<file path="src/rtl/core_pkg.sv">
package core_pkg;

    localparam int XLEN   = 32;
    localparam int REG_AW = 5;

    localparam logic [5:0] OPC_RTYPE = 6'b000000;
    localparam logic [5:0] OPC_ORI   = 6'b001101;
    localparam logic [5:0] OPC_LOAD  = 6'b100011;
    localparam logic [5:0] OPC_STORE = 6'b101011;
    localparam logic [5:0] OPC_BEQ   = 6'b000100;
    localparam logic [5:0] OPC_JMP   = 6'b000010;

    // low nibble of the function field; bits 5:4 are not decoded
    localparam logic [3:0] FN_ADD = 4'b0000;
    localparam logic [3:0] FN_SUB = 4'b0010;
    localparam logic [3:0] FN_AND = 4'b0100;
    localparam logic [3:0] FN_OR  = 4'b0101;
    localparam logic [3:0] FN_SLT = 4'b1010;

    // ALU-class codes between main and local decoder
    localparam logic [2:0] ACLS_RTYPE = 3'b100;
    localparam logic [2:0] ACLS_ORI   = 3'b010;
    localparam logic [2:0] ACLS_MEM   = 3'b000;
    localparam logic [2:0] ACLS_BEQ   = 3'b001;

    typedef enum logic [2:0] {
        ALU_ADD = 3'b000,
        ALU_SUB = 3'b001,
        ALU_AND = 3'b010,
        ALU_OR  = 3'b110
    } alu_fn_e;

    typedef enum logic [1:0] {
        NPC_SEQ = 2'b00,
        NPC_BR  = 2'b01,
        NPC_JMP = 2'b10
    } npc_sel_e;

    typedef struct packed {
        logic       dst_is_rd;
        logic       opb_is_imm;
        logic       imm_signed;
        logic       wb_from_mem;
        logic       reg_we;
        logic       mem_we;
        npc_sel_e   npc_sel;
        logic [2:0] alu_cls;
    } ctrl_t;

endpackage

</file>
<file path="src/rtl/main_decoder.sv">
module main_decoder
    import core_pkg::*;
(
    input  logic [5:0] opcode,
    output ctrl_t      ctrl
);

    always_comb begin
        ctrl = '{dst_is_rd: 1'b0, opb_is_imm: 1'b0, imm_signed: 1'b0,
                 wb_from_mem: 1'b0, reg_we: 1'b0, mem_we: 1'b0,
                 npc_sel: NPC_SEQ, alu_cls: ACLS_MEM};
        case (opcode)
            OPC_RTYPE: begin
                ctrl.dst_is_rd = 1'b1;
                ctrl.reg_we    = 1'b1;
                ctrl.alu_cls   = ACLS_RTYPE;
            end
            OPC_ORI: begin
                ctrl.opb_is_imm = 1'b1;
                ctrl.reg_we     = 1'b1;
                ctrl.alu_cls    = ACLS_ORI;
            end
            OPC_LOAD: begin
                ctrl.opb_is_imm  = 1'b1;
                ctrl.imm_signed  = 1'b1;
                ctrl.wb_from_mem = 1'b1;
                ctrl.reg_we      = 1'b1;
            end
            OPC_STORE: begin
                ctrl.opb_is_imm = 1'b1;
                ctrl.imm_signed = 1'b1;
                ctrl.mem_we     = 1'b1;
            end
            OPC_BEQ: begin
                ctrl.imm_signed = 1'b1;
                ctrl.npc_sel    = NPC_BR;
                ctrl.alu_cls    = ACLS_BEQ;
            end
            OPC_JMP: begin
                ctrl.npc_sel = NPC_JMP;
            end
            default: ;
        endcase
    end

endmodule

</file>
<file path="src/rtl/alu_decoder.sv">
module alu_decoder
    import core_pkg::*;
(
    input  logic [2:0] alu_cls,
    input  logic [3:0] func_lo,
    output alu_fn_e    alu_fn
);

    always_comb begin
        if (alu_cls[2]) begin
            case (func_lo)
                FN_ADD:  alu_fn = ALU_ADD;
                FN_SUB:  alu_fn = ALU_SUB;
                FN_AND:  alu_fn = ALU_AND;
                FN_OR:   alu_fn = ALU_OR;
                FN_SLT:  alu_fn = ALU_SUB;
                default: alu_fn = ALU_ADD;
            endcase
        end else begin
            case (alu_cls[1:0])
                ACLS_ORI[1:0]: alu_fn = ALU_OR;
                ACLS_BEQ[1:0]: alu_fn = ALU_SUB;
                default:       alu_fn = ALU_ADD;
            endcase
        end
    end

endmodule

</file>
<file path="src/rtl/core_alu.sv">
module core_alu
    import core_pkg::*;
#(
    parameter int W = XLEN
) (
    input  logic [W-1:0] opa,
    input  logic [W-1:0] opb,
    input  alu_fn_e      fn,
    output logic [W-1:0] res,
    output logic         is_zero
);

    always_comb begin
        case (fn)
            ALU_SUB: res = opa - opb;
            ALU_AND: res = opa & opb;
            ALU_OR:  res = opa | opb;
            default: res = opa + opb;
        endcase
    end

    assign is_zero = (res == '0);

endmodule

</file>
<file path="src/rtl/reg_file.sv">
module reg_file #(
    parameter int W     = 32,
    parameter int NREGS = 32,
    localparam int AW   = $clog2(NREGS)
) (
    input  logic          clk,
    input  logic          rst_n,
    input  logic [AW-1:0] ra_addr,
    input  logic [AW-1:0] rb_addr,
    output logic [W-1:0]  ra_data,
    output logic [W-1:0]  rb_data,
    input  logic          wr_en,
    input  logic [AW-1:0] wr_addr,
    input  logic [W-1:0]  wr_data
);

    logic [W-1:0] regs_d [NREGS];
    logic [W-1:0] regs_q [NREGS];

    always_comb begin
        regs_d = regs_q;
        if (wr_en && (wr_addr != '0)) begin
            regs_d[wr_addr] = wr_data;
        end
    end

    always_ff @(posedge clk or negedge rst_n) begin
        if (!rst_n) begin
            for (int i = 0; i < NREGS; i++) begin
                regs_q[i] <= '0;
            end
        end else begin
            regs_q <= regs_d;
        end
    end

    assign ra_data = (ra_addr == '0) ? '0 : regs_q[ra_addr];
    assign rb_data = (rb_addr == '0) ? '0 : regs_q[rb_addr];

endmodule

</file>
<file path="src/rtl/sc_core.sv">
module sc_core
    import core_pkg::*;
#(
    parameter int               NREGS    = 32,
    parameter logic [XLEN-1:0]  RESET_PC = '0
) (
    input  logic            clk,
    input  logic            rst_n,
    output logic [XLEN-1:0] imem_addr,
    input  logic [31:0]     imem_data,
    output logic [XLEN-1:0] dmem_addr,
    output logic [XLEN-1:0] dmem_wdata,
    output logic            dmem_we,
    input  logic [XLEN-1:0] dmem_rdata
);

    typedef struct packed {
        logic [XLEN-1:0] pc;
    } core_state_t;

    core_state_t state_d, state_q;

    logic [5:0]        opcode;
    logic [REG_AW-1:0] rs_idx, rt_idx, rd_idx, wr_idx;
    logic [15:0]       imm16;
    logic [25:0]       jtarget;
    logic [3:0]        func_lo;
    logic              unused_bits;

    ctrl_t             ctrl;
    alu_fn_e           alu_fn;
    logic [XLEN-1:0]   rs_val, rt_val, ext_imm, opb, alu_res, wb_val;
    logic [XLEN-1:0]   pc_plus4, br_off;
    logic              alu_zero;

    assign opcode      = imem_data[31:26];
    assign rs_idx      = imem_data[25:21];
    assign rt_idx      = imem_data[20:16];
    assign rd_idx      = imem_data[15:11];
    assign imm16       = imem_data[15:0];
    assign jtarget     = imem_data[25:0];
    assign func_lo     = imem_data[3:0];
    assign unused_bits = ^imem_data[10:4];

    main_decoder u_main_dec (
        .opcode (opcode),
        .ctrl   (ctrl)
    );

    alu_decoder u_alu_dec (
        .alu_cls (ctrl.alu_cls),
        .func_lo (func_lo),
        .alu_fn  (alu_fn)
    );

    reg_file #(.W(XLEN), .NREGS(NREGS)) u_regs (
        .clk     (clk),
        .rst_n   (rst_n),
        .ra_addr (rs_idx),
        .rb_addr (rt_idx),
        .ra_data (rs_val),
        .rb_data (rt_val),
        .wr_en   (ctrl.reg_we),
        .wr_addr (wr_idx),
        .wr_data (wb_val)
    );

    assign ext_imm = ctrl.imm_signed ? {{(XLEN-16){imm16[15]}}, imm16}
                                     : {{(XLEN-16){1'b0}}, imm16};
    assign opb     = ctrl.opb_is_imm ? ext_imm : rt_val;

    core_alu #(.W(XLEN)) u_alu (
        .opa     (rs_val),
        .opb     (opb),
        .fn      (alu_fn),
        .res     (alu_res),
        .is_zero (alu_zero)
    );

    assign wr_idx = ctrl.dst_is_rd ? rd_idx : rt_idx;
    assign wb_val = ctrl.wb_from_mem ? dmem_rdata : alu_res;

    always_comb begin
        state_d  = state_q;
        pc_plus4 = state_q.pc + XLEN'(4);
        br_off   = {ext_imm[XLEN-3:0], 2'b00};
        case (ctrl.npc_sel)
            NPC_BR:  state_d.pc = alu_zero ? (pc_plus4 + br_off) : pc_plus4;
            NPC_JMP: state_d.pc = {pc_plus4[XLEN-1:XLEN-4], jtarget, 2'b00};
            default: state_d.pc = pc_plus4;
        endcase
    end

    always_ff @(posedge clk or negedge rst_n) begin
        if (!rst_n) begin
            state_q.pc <= RESET_PC;
        end else begin
            state_q <= state_d;
        end
    end

    assign imem_addr  = state_q.pc;
    assign dmem_addr  = alu_res;
    assign dmem_wdata = rt_val;
    assign dmem_we    = ctrl.mem_we & rst_n;

endmodule

</file>
<file path="config.mk">
export PLATFORM = sky130hd
export DESIGN_NAME = sc_core
export DESIGN_NICKNAME = d
export VERILOG_FILES = /design/src/rtl/core_pkg.sv /design/src/rtl/main_decoder.sv /design/src/rtl/alu_decoder.sv /design/src/rtl/core_alu.sv /design/src/rtl/reg_file.sv /design/src/rtl/sc_core.sv
export SDC_FILE = /design/constraint.sdc
export NUM_CORES = 2
export LEC_CHECK = 0
export BUFFER_PORTS_ARGS = -buffer_cell sky130_fd_sc_hd__buf_2
export CORE_MARGIN = 10
export CORE_UTILIZATION = 57
export CTS_CLUSTER_DIAMETER = 80
export DETAILED_ROUTE_END_ITERATION = 8
export GPL_ROUTABILITY_DRIVEN = 0
export PLACE_DENSITY_LB_ADDON = 0.15
export SYNTH_ARGS = -nofsm -noshare
export SYNTH_HDL_FRONTEND = slang
export SYNTH_SLANG_ARGS = --single-unit
</file>
<file path="constraint.sdc">
create_clock -name clk -period 8.2 [get_ports clk]
set_clock_uncertainty 0.05 [all_clocks]
set_input_delay 0.82 -clock clk [delete_from_list [all_inputs] [get_ports clk]]
set_output_delay 0.82 -clock clk [all_outputs]
set_load 0.005 [all_outputs]
</file>
# Word level (Yosys, flattened, before mapping)
# Cells that the tools add are included.
totals:
  reg_bits: 1056
  out_inout_bits: 97
  inputBits: 66
  elab_cells: 103
classes:
  add_sub_neg: 4
  n_mux: 29
  eq_ne: 16
  bitwise: 6
  reduce_logical: 11
  n_lt_le_gt_ge: 4
ops:
  columns: ["op", "count"]
  rows:
  - ["1024-bit bitwise mux", 1]
  - ["32-bit 2-to-1 mux", 11]
  - ["32-bit binary-select mux with 5-bit select", 2]
  - ["32-bit demux with 5-bit select", 1]
  - ["32-bit one-hot mux with 3 select lines", 1]
  - ["32-bit adder", 2]
  - ["32-bit one-hot mux with 2 select lines", 1]
  - ["32-bit by 3-bit adder with 32-bit output, second input constant", 1]
  - ["32-bit bitwise AND", 1]
  - ["32-bit logical NOT", 1]
  - ["32-bit OR", 1]
  - ["32-bit subtractor", 1]
  - ["6-bit greater-or-equal comparator, second input constant", 3]
  - ["5-bit NOT with 6-bit output", 3]
  - ["3-bit one-hot mux with 3 select lines", 2]
  - ["6-bit equality test, second input constant", 2]
  - ["5-bit logical NOT", 2]
  - ["3-bit OR reduction", 3]
  - ["4-bit by 3-bit equality test with 1-bit output, second input constant", 2]
  - ["6-bit by 2-bit equality test with 1-bit output, second input constant", 1]
  - ["6-bit by 3-bit equality test with 1-bit output, second input constant", 1]
  - ["6-bit by 4-bit equality test with 1-bit output, second input constant", 1]
  - ["6-bit logical NOT", 1]
  - ["6-bit by 1-bit < comparator with 1-bit output, second input constant", 1]
  - ["16 further kinds", 24]

# Logic depth before layout (Yosys ltp)
depth:
  ltp_word: 11
  depth_mapped: 36
  ltp_nobuf: 29

# Modules after synthesis
# From an unflattened synthesis, not the netlist that was laid out.
unflattened:
  cells_unflattened: 4602
  hier_area_um2: 62068.3
by_module_without_submodules:
  columns: ["module", "area_each_um2", "n_inst", "seq_area_each_um2", "cells_per_inst"]
  rows:
  - ["reg_file", 54075.6, 1, 25624.6, 3513]
  - ["sc_core", 4484.3, 1, 750.7, 563]
  - ["core_alu", 3315.7, 1, 0.0, 499]
  - ["main_decoder", 136.4, 1, 0.0, 20]
  - ["alu_decoder", 56.3, 1, 0.0, 7]

# Worst setup path before layout
# OpenSTA, ideal clock, no wires.
synth_path:
  path_kind: "input -> register"
  from: "input port imem_data[21]"
  to: "register state_q (netlist bit imem_addr[29])"
  slack_ns: 0.240
  n_path_buf: 9
  path_stages: 28
  t_required_ns: 8.018
  arrival_time_ns: 7.778
  path_cell_list: "buf_2 buf_4 buf_2 buf_4 buf_2 buf_2 buf_2 buf_2 mux4_2 mux4_2 nand2_1 nand2_1 nand2_1 ha_1 nor2b_1 o31a_1 o21a_1 o31ai_1 a211oi_1 o2111ai_1 nand3_1 o31a_1 mux2_2 a211o_1 nor4_4 buf_2 mux2i_1 o21ai_0"
synth_lines:
  columns: ["item", "line_no", "source"]
  rows:
  - ["from (decl)", "sc_core.sv:10", "input logic [31:0] imem_data,"]
  - ["to (signal assigned)", "sc_core.sv:98", "state_q <= state_d;"]
  - ["to (decl)", "sc_core.sv:21", "core_state_t state_d, state_q;"]

# Final worst setup path
layout_path:
  from: "input port imem_data[17]"
  to: "output port dmem_addr[31]"
layout_between:
  elab_chain_cells: 8
layout_rtl:
  columns: ["item", "line_no", "source"]
  rows:
  - ["5-bit NOT with 6-bit output (not written as such)", "reg_file.sv:38", "assign rb_data = (rb_addr == '0) ? '0 : regs_q[rb_addr];"]
  - ["32-bit binary-select mux with 5-bit select", "reg_file.sv:38", null]
  - ["32-bit 2-to-1 mux (not written as such) (2 in a row)", "reg_file.sv:38", null]
  - ["32-bit 2-to-1 mux (*)", "reg_file.sv:38", null]
  - ["32-bit 2-to-1 mux (*)", "sc_core.sv:70", "assign opb = ctrl.opb_is_imm ? ext_imm : rt_val;"]
  - ["32-bit adder, or another cell as far along", "core_alu.sv:18", "default: res = opa + opb;"]
  - ["32-bit one-hot mux with 3 select lines (*)", "core_alu.sv:14", "case (fn)"]
  - ["to (decl)", "sc_core.sv:11", "output logic [XLEN-1:0] dmem_addr,"]
# Every way passes the cells marked *; elsewhere a longest branch is shown, timed or not. The select of a mux whose other input is x is not followed.

==> flow_summary.yaml <==
status:
  status: "finished, violations left"
  violations: "DRC"
die:
  ios: 163
  die-width_um: 346
  dieArea_um2: 119000
  die_h_um: 346
  start_util_pct: 57.4
  fp-row-count: 119
  coreArea_um2: 105000
clocking:
  cts-root-buf: "clkbuf_16"
  cts.sink_count: 1054
  cts_hold_buf: 0
  insertion_delay_ns: 0.73
  cts_buffer_depth: 3
  clkTransAtPathRegs_ns: 0.06
  h-tree-depth: 3
  cts_buffers: 112
  cts_tree: "done"
yosys:
  synth_seq_area_share_pct: 43.6
  ys_warn_count: 0
  yosysTopAreaCell: "dfrtp_1"
  synth_common_cells: "nand2_1 (1,209), dfrtp_1 (1,054), o21ai_0 (1,036)"
  yosys-top-cells-area: "dfrtp_1 (44%), mux4_2 (17%), o21ai_0 (8.6%)"
  syn_inst: 5916
  synth_most_common_cell: "nand2_1"
  syn_area_um2: 60400
  synth_cell_types: 83
  synth_edf_count: 0
  yosys.area.top_type_share_pct: 43.6
  synth-main-ff-cell: "dfrtp_1"
  syn_avg_cell_area_um2: 10.2
  synth_seq_cells: 1054
  postSynth.asyncResetShare_pct: 100
drt:
  wl_per_cell_um: 30.3
  drt_iter0_drc: 7195
  dr.pass1.iters: 9
  drc: 8
  wirelength_mm: 223
  avgViaCountPerCell: 6.89
  ant_nets: 0
  vias: 50743
timing:
  period_share_pct: 97.6
  worstMarginPinSlew_ns: 1.26
  setup_violations: 0
  fmax_ghz: 0.125
  maxSlewViolCount: 0
  setup_ws_ns: 0.193
  maxSlewHeadroom_pct: 15.9
  hold_ws_ns: 0.0279
  hold_viol_final: 0
  min_period_ns: 8.01
final_layout:
  syn_to_final_growth_pct: 10.8
  fin_util_pct: 63.6
  layout-drive-gt1-share_pct: 20.0
  finalNetCount: 6011
global_route:
  grt-ovfl-total: 0
  grt_pass1_wl_mm: 329
  antenna_found_initial: 10
  grt_pass1_vias: 48862
  grt_usage_pct: 36.7
  grt_max_degree: 174
power_and_ir_drop:
  p_total_mw: 13.3
  powerDensity_nw_per_um2: 199
  leakage_nw: 29.6
  ir_drop_mv: 0.255
worst_setup_path:
  cpMostUsedCell: "buf_4"
  cp_max_fo: 45
  critPathTopFamily: "compound AO/OA/AOI/OAI gates"
  rr_startpoint: "u_regs.regs_q[675]"
  worst_path_max_delay_cell: "nor4_2"
  worstPathCellList: "buf_6 > buf_4 > inv_1 > buf_4 > buf_4 > mux2_2 > o21ai_0 > nor4_2 > a21oi_1 > a31oi_1 > xnor2_1 > ha_1 > a21oi_1 > o21bai_1 > a211o_1 > o211ai_1 > a211oi_1 > o2111ai_1 > nand3_1 > o31a_1 > mux2_2 > a211o_1 > or2_1 > buf_2"
  rrSetupSlack_ns: 1.14
  reg2reg_depth: 28
  worstPathArrival_ns: 7.14
  cp.required_ns: 7.33
  crit_path_end_kind: "output port"
  critPathLaunchType: "input port"
  path_class: "in -> out"
  worst-path-buf-inv: 6
  crit_path_max_incr_delay_ns: 1.02
  regToRegEndpoint: "imem_addr[16]"
min_path:
  min_path_type: "in -> async"
placement:
  dp_slack_ns: -0.222
  dp_hpwl_mm: 142
  portBuffers: 160
job:
  drv_cap: 0
[flip-flops by register name, summed over array words and instances, names as in the netlist]
signal         cells
imem_addr         30
u_regs.regs_q   1024
[logic make-up after synthesis]
kind of cell	Yosys count	share of synthesized area (%)
adders and majority gates	70	1.47
other	1	0.00620
muxes	769	22.1
AOI/OAI and AO/OA	1586	14.9
xor gates and xnor gates	99	1.43
DFF	1054	43.6
buffers and inverters	618	4.29
and+or+nand+nor	1719	12.1
[power by group]
part           switching (mW)  internal (mW)
logic                    1.61          0.874
clock network            2.21           3.01
registers               0.204           5.43
[repair_timing]
action,CTS,global route
hold endpoints to repair,0,0
resized for setup,1,10
setup endpoints to repair,2,4
pin swaps,0,1
buffers inserted,0,1
[placed cells by master (no fill, tap or decap), drive strengths merged, types with 28 or more instances in the layout]
cell / instances
ha: 66
o21ai: 1047
nand3: 93
nand2b: 31
o22ai: 37
nor2: 149
buf: 418
xor2: 31
o211ai: 36
mux2i: 274
a31oi: 28
inv: 49
nor3: 34
nand2: 1209
xnor2: 68
a21o: 28
mux2: 49
a22oi: 101
a21oi: 142
clkbuf: 168
dfrtp: 1054
mux4: 446
[cell type report]
class                           instances  area, um^2
Timing Repair Buffer                  418        3020
Multi-Input combinational cell       4245       31900
Sequential cell                      1054       26400
Inverter                               46         175
Clock inverter                         34         417
Fill cell                            8330       38300
Antenna cell                            6        15.0
Tap cell                             1391        1740
Clock buffer                          168        3320
[worst max-delay path by stage]
| stage | from | end | slack [ns] | cells after the start |
|---|---|---|---|---|
| after floorplan | imem_data[21] | imem_addr[29] | 0.24 | 28 |
| after global placement | imem_data[16] | imem_addr[23] | -0.18 | 30 |
| after detailed placement | imem_data[16] | imem_addr[16] | -0.22 | 30 |
| after CTS | imem_data[16] | dmem_addr[31] | 0.20 | 26 |
| after global routing | imem_data[18] | dmem_addr[31] | -0.05 | 30 |
| final | imem_data[17] | dmem_addr[31] | 0.19 | 24 |
[stage by stage]
step | setup TNS [ns] | instances | instance area (um^2)
6_report | 0 | 7362 | 67000
3_3_place_gp | -3.44 | 7153 | 63100
3_5_place_dp | -5.28 | 7153 | 63100
4_1_cts | 0 | 7355 | 66900
2_1_floorplan | 0 | 5917 | 60400
5_1_grt | -0.0537 | 7356 | 67000
[layer usage]
| layer | vias to the layer above | global-route usage (%) | part of all wire, % |
|---|---|---|---|
| met5 | - | 0 | 0.038 |
| met2 | 3431 | 52.3 | 42 |
| li1 | 21395 | - | - |
| met4 | 14 | 19.8 | 6.3 |
| met3 | 788 | 14.1 | 14 |
| met1 | 25115 | 48.1 | 37 |
Power figures use the tool's default switching activity.
